<file path="src/rtl/pet_pkg.sv">
// Package: shared sizes for the pending-acknowledge tracker.
// Assumes the destination count is a power of two so the index width is exact.
package pet_pkg;
    parameter int unsigned DESTS = 16;
    localparam int unsigned IDX_W = $clog2(DESTS);
    localparam int unsigned CNT_W = $clog2(DESTS + 1);
endpackage

</file>
<file path="src/rtl/pet_popcnt.sv">
// pet_popcnt: combinational count of set bits in a vector.
// Assumes OUT_W is wide enough to hold W.
module pet_popcnt #(
    parameter int unsigned W     = 16,
    parameter int unsigned OUT_W = $clog2(W + 1)
) (
    input  logic [W-1:0]     vec_i,
    output logic [OUT_W-1:0] cnt_o
);
    // Add up the bits one at a time.
    always_comb begin
        cnt_o = '0;
        for (int i = 0; i < int'(W); i++) begin
            cnt_o = cnt_o + OUT_W'(vec_i[i]);
        end
    end
endmodule

</file>
<file path="src/rtl/pet_slot.sv">
// pet_slot: the pending bit of one destination.
// The priority order is clear, then load, then restore, then EOI.
// inc_o and dec_o report one-step changes made by restore or EOI. They are
// zero in clear and load cycles, because the count is loaded whole in those.
module pet_slot (
    input  logic clk,
    input  logic rst_n,
    input  logic clear_i,
    input  logic load_i,
    input  logic load_bit_i,
    input  logic rsto_i,
    input  logic rsto_bit_i,
    input  logic eoi_i,
    output logic bit_o,
    output logic inc_o,
    output logic dec_o
);
    logic nxt;

    // Choose the next bit value by priority.
    always_comb begin
        if (clear_i)     nxt = 1'b0;
        else if (load_i) nxt = load_bit_i;
        else if (rsto_i) nxt = rsto_bit_i;
        else if (eoi_i)  nxt = 1'b0;
        else             nxt = bit_o;
    end

    // Flag one-step changes for the count adder.
    always_comb begin
        inc_o = !clear_i && !load_i && !bit_o && nxt;
        dec_o = !clear_i && !load_i && bit_o && !nxt;
    end

    // Hold the pending bit.
    always_ff @(posedge clk) begin
        if (!rst_n) bit_o <= 1'b0;
        else        bit_o <= nxt;
    end


    restore_value_chk: assert property (@(posedge clk) disable iff (!rst_n)
        (rsto_i && !load_i && !clear_i) |=> (bit_o == $past(rsto_bit_i)));


    eoi_clear_bit_chk: assert property (@(posedge clk) disable iff (!rst_n)
        (eoi_i && !rsto_i && !load_i && !clear_i && !bit_o) |=> !bit_o);
endmodule

</file>
<file path="src/rtl/pet_tracker.sv">
// pet_tracker: pending-acknowledge tracker for one interrupt line.
// It keeps one slot per destination and a registered count that always equals
// the number of set slots. A delivery is accepted only while the count is zero.
// Assumes at most one EOI and one restore per cycle.
module pet_tracker
    import pet_pkg::*;
(
    input  logic             clk,
    input  logic             rst_n,
    input  logic             trk_clear_i,
    input  logic             line_req_i,
    input  logic             dlv_valid_i,
    input  logic [DESTS-1:0] dlv_map_i,
    input  logic             eoi_valid_i,
    input  logic [IDX_W-1:0] eoi_dest_i,
    input  logic             rsto_valid_i,
    input  logic [IDX_W-1:0] rsto_dest_i,
    input  logic             rsto_pend_i,
    output logic [DESTS-1:0] pend_map_o,
    output logic [CNT_W-1:0] pend_cnt_o,
    output logic             coalesce_o,
    output logic             fwd_o,
    output logic             drop_o,
    output logic             dlv_err_o
);
    logic             dlv_ok;
    logic [DESTS-1:0] inc_v, dec_v;
    logic [CNT_W-1:0] load_cnt, n_inc, n_dec, cnt_nxt;

    // Decide whether this cycle's delivery is legal.
    always_comb begin
        dlv_ok    = dlv_valid_i && (pend_cnt_o == '0) && !trk_clear_i;
        dlv_err_o = dlv_valid_i && (pend_cnt_o != '0);
    end

    // Build one slot per destination.
    for (genvar g = 0; g < int'(DESTS); g++) begin : g_slot
        pet_slot u_slot (
            .clk        (clk),
            .rst_n      (rst_n),
            .clear_i    (trk_clear_i),
            .load_i     (dlv_ok),
            .load_bit_i (dlv_map_i[g]),
            .rsto_i     (rsto_valid_i && (rsto_dest_i == IDX_W'(g))),
            .rsto_bit_i (rsto_pend_i),
            .eoi_i      (eoi_valid_i && (eoi_dest_i == IDX_W'(g))),
            .bit_o      (pend_map_o[g]),
            .inc_o      (inc_v[g]),
            .dec_o      (dec_v[g])
        );
    end

    pet_popcnt #(.W(DESTS), .OUT_W(CNT_W)) u_pc_load (.vec_i(dlv_map_i), .cnt_o(load_cnt));
    pet_popcnt #(.W(DESTS), .OUT_W(CNT_W)) u_pc_inc  (.vec_i(inc_v),     .cnt_o(n_inc));
    pet_popcnt #(.W(DESTS), .OUT_W(CNT_W)) u_pc_dec  (.vec_i(dec_v),     .cnt_o(n_dec));

    // Work out the next count: clear, whole load, or one-step adjust.
    always_comb begin
        if (trk_clear_i) cnt_nxt = '0;
        else if (dlv_ok) cnt_nxt = load_cnt;
        else             cnt_nxt = pend_cnt_o + n_inc - n_dec;
    end

    // Hold the count.
    always_ff @(posedge clk) begin
        if (!rst_n) pend_cnt_o <= '0;
        else        pend_cnt_o <= cnt_nxt;
    end

    // Gate requests on the tracked line.
    always_comb begin
        coalesce_o = (pend_cnt_o != '0);
        fwd_o      = line_req_i && !coalesce_o;
        drop_o     = line_req_i && coalesce_o;
    end


    no_underflow_chk: assert property (@(posedge clk) disable iff (!rst_n)
        (!trk_clear_i && !dlv_ok) |-> (int'(pend_cnt_o) + int'(n_inc) >= int'(n_dec)));


    count_matches_map_chk: assert property (@(posedge clk) disable iff (!rst_n)
        int'(pend_cnt_o) == $countones(pend_map_o));


    clear_empties_chk: assert property (@(posedge clk) disable iff (!rst_n)
        trk_clear_i |=> (pend_map_o == '0 && pend_cnt_o == '0));


    delivery_load_chk: assert property (@(posedge clk) disable iff (!rst_n)
        (dlv_valid_i && pend_cnt_o == '0 && !trk_clear_i) |=> (pend_map_o == $past(dlv_map_i)));


    coalesce_map_chk: assert property (@(posedge clk) disable iff (!rst_n)
        coalesce_o |-> (pend_map_o != '0));


    eoi_hit_chk: assert property (@(posedge clk) disable iff (!rst_n)
        (eoi_valid_i && pend_map_o[eoi_dest_i] && !trk_clear_i && !dlv_ok &&
         !(rsto_valid_i && rsto_dest_i == eoi_dest_i))
        |=> !pend_map_o[$past(eoi_dest_i)]);
endmodule

</file>
<file path="config.mk">
export PLATFORM = sky130hd
export DESIGN_NAME = pet_tracker
export DESIGN_NICKNAME = d
export VERILOG_FILES = /design/src/rtl/pet_pkg.sv /design/src/rtl/pet_popcnt.sv /design/src/rtl/pet_slot.sv /design/src/rtl/pet_tracker.sv
export SDC_FILE = /design/constraint.sdc
export NUM_CORES = 1
export LEC_CHECK = 0
export BUFFER_PORTS_ARGS = -buffer_cell sky130_fd_sc_hd__buf_2
export CAP_MARGIN = 20
export CORE_MARGIN = 3
export CORE_UTILIZATION = 45
export CTS_CLUSTER_SIZE = 40
export DETAILED_ROUTE_END_ITERATION = 12
export PLACE_DENSITY = 0.72
export SLEW_MARGIN = 20
export SYNTH_ARGS = -nofsm -noshare
export SYNTH_HDL_FRONTEND = slang
export SYNTH_HIERARCHICAL = 1
export SYNTH_SLANG_ARGS = --single-unit
</file>
<file path="constraint.sdc">
create_clock -name clk -period 13.55 [get_ports clk]
set_input_delay 2.0325 -clock clk [delete_from_list [all_inputs] [get_ports clk]]
set_output_delay 2.0325 -clock clk [all_outputs]
set_load 0.02 [all_outputs]
</file>
---- After elaboration in Yosys (flattened, before gate mapping) ----
Cells that the tools add are included.
word-level totals
  flip-flop bits (word level) ............. 21
  bits of input ports ..................... 32
  output and inout bits ................... 25
cells by class
  add/sub/neg operators ................... 47
  equality and inequality tests ........... 30
  multiplexer cells ....................... 65
  bitwise gates (word level) .............. 1
  reductions and logical operators ........ 142
operators with widths
  cell                                                                    number
  5-bit by 1-bit adder with 5-bit output                                  42
  1-bit logical AND                                                       102
  4-bit equality test (second input constant)                             16
  1-bit 2-to-1 mux                                                        64
  1-bit logical NOT                                                       35
  4-bit by 3-bit equality test with 1-bit output (second input constant)  8
  4-bit by 2-bit equality test with 1-bit output (second input constant)  4
  4-bit by 1-bit equality test with 1-bit output (second input constant)  2
  4-bit logical NOT                                                       2
  1-bit by 1-bit adder with 2-bit output                                  3
  5-bit adder                                                             1
  5-bit logical NOT                                                       1
  5-bit 2-to-1 mux                                                        1
  5-bit nonzero test                                                      1
  5-bit subtractor                                                        1
  2-bit OR reduction                                                      1
  1-bit NOT                                                               1

---- Depth between registers and ports, before layout ----
  word-level depth ........................ 25
  depth in mapped cells ................... 24
  mapped depth without buffers ............ 24

---- Cells and area by module ----
The synthesis kept the hierarchy.
by module, submodules not included
  module       instances  cells each  area an instance (um2)
  pet_slot     16         9           85.1
  pet_popcnt   3          47          407.9
  pet_tracker  1          109         733.2

---- Worst setup path before layout ----
Ideal clock, no wire load.
  path type ............................... input-to-reg
  start point ............................. input port dlv_valid_i
  end point ............................... register pend_cnt_o[4]
  arrival ................................. 9.030 ns
  path slack .............................. 4.441 ns
  cell stages on the path ................. 19
  buffers on the path ..................... 0
  cell sequence ........................... nand3_2 > nor2_1 > nor4_1 > inv_1 > fa_1 > fa_1 > fa_1 > fa_1 > inv_1 > ha_1 > inv_1 > fa_1 > inv_1 > fa_1 > fa_1 > nand2b_1 > a21oi_1 > xnor2_1 > a211oi_2
on the way
  elaborated cells on any way between the ends .. 149
RTL lines
  item                                                           line                            source
  start, declared                                                pet_tracker.sv:12               input logic dlv_valid_i,
  1-bit logical AND * (2 in a row)                               pet_tracker.sv:32               dlv_ok = dlv_valid_i && (pend_cnt_o == '0) && !trk_clear_i;
  net dlv_ok                                                     pet_tracker.sv:26               logic dlv_ok;
  1-bit 2-to-1 mux / 1-bit logical NOT (equally long branches)   pet_slot.sv:23, pet_slot.sv:32
  1-bit 2-to-1 mux / 1-bit logical AND (equally long branches)   pet_slot.sv:22, pet_slot.sv:32
  1-bit logical NOT / 1-bit logical AND (equally long branches)  pet_slot.sv:32                  dec_o = !clear_i && !load_i && bit_o && !nxt;
  1-bit logical AND *                                            pet_slot.sv:32
  net dec_v[1]                                                   pet_tracker.sv:27               logic [DESTS-1:0] inc_v, dec_v;
  1-bit by 1-bit adder with 2-bit output *                       pet_popcnt.sv:14                cnt_o = cnt_o + OUT_W'(vec_i[i]);
  5-bit by 1-bit adder with 5-bit output * (14 in a row)         pet_popcnt.sv:14
  net n_dec[1]                                                   pet_tracker.sv:28               logic [CNT_W-1:0] load_cnt, n_inc, n_dec, cnt_nxt;
  5-bit subtractor *                                             pet_tracker.sv:61               else cnt_nxt = pend_cnt_o + n_inc - n_dec;
  5-bit 2-to-1 mux *                                             pet_tracker.sv:60               else if (dlv_ok) cnt_nxt = load_cnt;
  end signal, assigned                                           pet_tracker.sv:67               else pend_cnt_o <= cnt_nxt;
  end, declared                                                  pet_tracker.sv:20               output logic [CNT_W-1:0] pend_cnt_o,
Mark *: on every way through the listed nets, which the timed path passes. The rest lies on a longest branch.
A chain may end at the register's enable or synchronous reset.

---- Worst setup path after layout ----
  start point ............................. input port trk_clear_i
  end point ............................... register pend_cnt_o[3]
on the way
  elaborated cells on any way between the ends .. 150
RTL lines
  item                                                           line                            source
  start, declared                                                pet_tracker.sv:10               input logic trk_clear_i,
  1-bit logical NOT *                                            pet_tracker.sv:32
  1-bit logical AND *                                            pet_tracker.sv:32
  net dlv_ok                                                     pet_tracker.sv:26
  1-bit 2-to-1 mux / 1-bit logical NOT (equally long branches)   pet_slot.sv:23, pet_slot.sv:32
  1-bit 2-to-1 mux / 1-bit logical AND (equally long branches)   pet_slot.sv:22, pet_slot.sv:32
  1-bit logical NOT / 1-bit logical AND (equally long branches)  pet_slot.sv:32
  1-bit logical AND *                                            pet_slot.sv:32
  net dec_v[5]                                                   pet_tracker.sv:27
  5-bit by 1-bit adder with 5-bit output * (11 in a row)         pet_popcnt.sv:14
  net n_dec[1]                                                   pet_tracker.sv:28
  5-bit subtractor *                                             pet_tracker.sv:61
  5-bit 2-to-1 mux *                                             pet_tracker.sv:60
Marks and branches as above.

==> results.md <==
* Final global-route overflow total at 0
* Die X at 91.87 um
* Antenna Violating Nets Remaining at 0
* Synthesized area divided by synthesized cell count at 8.422 um2
* Antenna diode instance count at 0
* Number of setup violations in the final report at 0
* Average detailed-routed wire length per instance at 14.91 um
* Internal power summed over all cells at 194.7 uW
* Pin slew with the least headroom to its limit at 0.7020 ns
* Cells along the critical path: buf_2, buf_4, nor2_4, buf_4, nor4_1, inv_1, fa_1, fa_1, fa_1, fa_1, inv_1, ha_1, inv_1, fa_1, inv_1, fa_1, inv_1, ha_1, a211oi_1, o21a_1, o21ai_0, a21oi_1
* Placed Instance Area at 3741 um2
* Final number of max-transition violations at 0
* Switching part of the total power at 0.4950
* Reg-to-Reg Start: pend_cnt_o[1]
* Final design area excluding fillers at 3786 um2
* Worst-skew pair later-pin latency at 0.27 ns
* Synth-to-Final Area Change at 14.10%
* Switching power at 190.8 uW
* Average via count per standard cell at 5.313
* Class of the most critical hold timing path: reg2reg
* Logic pwr share at 0.664
* CP max stage delay at 0.56 ns
* Setup repair after global routing missed its margin: false
* Minimum setup slack after placement at 5.611 ns
* Clock slew seen by the registers of the worst setup and hold paths at 0.09 ns
* Summed instance area of the synthesized netlist at 3318 um2
* Start-to-end type of the worst setup path: in2reg
* Cell type of the slowest stage on the worst timing path: fa_1
* Post-Synthesis Cells at 394
* Most used cell along the critical path: fa_1
* Least setup slack across all paths after layout at 5.864 ns
* Overall die area at 8440 um2
* Maximum root-to-sink buffer count at 2
* Result of the run: finished clean
* Overall via count from detail_route at 2933
* Fraction of the core area covered by cells at the end of the flow at 0.5423
* Destination of the worst register-to-register timing path: pend_cnt_o[3]
* Ports at 57
* Number of different library cells in the post-synthesis netlist at 31
* DIE HEIGHT at 91.87 um
* Clock skew at 0.006518 ns
* Area of the placeable core at 6982 um2
* CP Capture Type: flip-flop
* Worst Hold End: pend_cnt_o[3]
* Max-slew headroom at 0.5320
* Row cnt at 30
* Hold path start: pend_cnt_o[0]
* CTS tree: done
* Number of hold-slack violations in the final timing report at 0
* Highest clock frequency the design can meet at 130.1 MHz
* Setup tns final at 0 ns
* First-pass iteration count of the detailed router at 7
* IO Port Bufs at 56
* CTS H-Tree Depth at 1
* Number of instances resized during post-cts repair at 0
* Register bit count reported by yosys at 21
* Family of cells with the greatest summed delay on the critical path: adder cells
* Critical path startpoint category: input pin
* Most common library cell in the layout ignoring fill and taps: inv_1
* WHS Path Cells at 3
* Number of buffers created by CTS at 3
* Number of buffer and inverter instances along the worst setup path at 8
* Depth of the most critical reg-to-reg path at 22
* Hold-fix buffers at CTS at 0
* Proportion of power drawn by the clock network at 0.118
* Count of unresolved DRC violations after routing at 0
* Arr. time, crit path at 7.89 ns
* Post-synth EDFFs at 0
* Final HPWL from detailed placement at 6.681 mm
* Routed Wire Length at 8.228 mm
* Ys flop type: dfxtp_1
* Max Cap Violations at 0
* Register-to-register setup slack at 7.26 ns
* Overall global routing resource usage at 0.1997
* First-pass GRT wire length at 13.77 mm
* Number of buffers inserted by post-CTS setup repair at 0
* Final RePlAce weighted congestion at 0.8967
* Root buf cell: clkbuf_8
* Final net count at 543
* Share of total power in sequential cells at 0.219
* PD cells at 101.8 nW/um2
* Worst path depth at 22
* Ys Warns at 6
* Worst Path Max Fanout at 64
* Number of global-route vias before repair at 2876
* Number of antenna violations at the first check in global routing at 0
* Period Utilization, post-route at 0.5673
* Tmin final at 7.686 ns
* Starting density of the core at 0.4753
* Synthesized Nets at 480
* Leading cell types in the layout, fill and taps excluded: inv_1, buf_2, fa_1, nor2_1, nand2b_1
* Clk sink count at 21
* Violation count after the first detailed-routing iteration at 159
* Data required time at the worst endpoint at 13.75 ns
* Share of synthesized area occupied by flip-flops and latches at 0.1267
* Pin count of the biggest net entering global routing at 65
* Fraction of layout instances using a drive strength above 1 at 0.2237
* Pleak at 1.738 nW
* Share of async-settable or async-resettable flops after synthesis at 0
* VDD IR-drop max at 0.00006298 V
logic make-up (layout without fill, tap and decap cells):
logic type,count (synthesis),in the layout,synth area share
AOI/OAI and AO/OA,49,49,0.1105
xor gates and xnor gates,11,11,0.02903
adders and majority gates,54,54,0.2805
buffers and inverters,94,156,0.1063
DFF,21,21,0.1267
muxes,2,2,0.006033
and+or+nand+nor,163,163,0.3409
layout make-up:
| type | instances | area [um2] |
|---|---|---|
| inverters | 94 | 352.8 |
| flip-flops and latches | 21 | 420.4 |
| multi-input cells | 279 | 2552 |
| repair buffers | 58 | 295.3 |
| fillers | 681 | 3196 |
| well taps | 96 | 120.1 |
| clock buffers | 4 | 45.04 |
power by group through the flow:
stage	sequential [mW]	clock [mW]	combinational, mW
3_5_place_dp	0.0860	0	0.255
3_3_place_gp	0.0854	0	0.247
2_1_floorplan	0.0968	0	0.171
5_1_grt	0.0862	0.0494	0.286
4_1_cts	0.0844	0.0470	0.256
6_report	0.0843	0.0454	0.256
metrics by stage:
step | std cells | power (mW) | hold WS [ns]
2_1_floorplan | 394 | 0.2681 | 0.7498
3_3_place_gp | 548 | 0.3328 | 0.6323
3_5_place_dp | 548 | 0.3410 | 0.6541
4_1_cts | 552 | 0.3878 | 0.6672
5_1_grt | 552 | 0.4212 | 0.7241
6_report | 552 | 0.3855 | 0.6623
worst min-delay path, delay by kind of cell, from the launching register on:
family           cells  cell delay [ns]
AO/OA/AOI/OAI        1             0.06
flip-flops           1             0.37
AND/OR/NAND/NOR      2             0.18
Yosys cell counts (9+ instances only):
master	count	share of area
and2_4	16	0.042
dfxtp_1	21	0.13
fa_1	34	0.21
ha_1	20	0.075
inv_1	94	0.11
nand2b_1	22	0.041
nor2_1	34	0.038
nor2b_1	19	0.036
nor3_1	9	0.014
nor3b_1	16	0.036
nor4_1	16	0.030
nor4b_2	16	0.072
o21ai_0	17	0.026
o311a_1	16	0.048
xnor2_1	10	0.026
how the worst max path moves through the flow:
stage / to / slack (ns) / startpoint
2_1_floorplan: pend_cnt_o[4] / 4.44 / dlv_valid_i
3_3_place_gp: pend_cnt_o[3] / 5.75 / trk_clear_i
3_5_place_dp: pend_cnt_o[3] / 5.61 / trk_clear_i
4_1_cts: pend_cnt_o[3] / 5.90 / trk_clear_i
5_1_grt: pend_cnt_o[3] / 5.51 / trk_clear_i
6_report: pend_cnt_o[3] / 5.86 / trk_clear_i
per-layer routing:
layer | wire, um | part of all wire | GRT usage
met1 | 3741 | 0.45 | 0.2676
met2 | 4043 | 0.49 | 0.3412
met3 | 285 | 0.035 | 0.02297
met4 | 157 | 0.019 | 0.05322
met5 | 0 | 0 | 0
sequential cells by signal (all words and copies together), names as in the netlist:
register             flops
pend_cnt_o               5
g_slot.u_slot/bit_o     16
No activity file was read; power rests on OpenSTA's default activity.
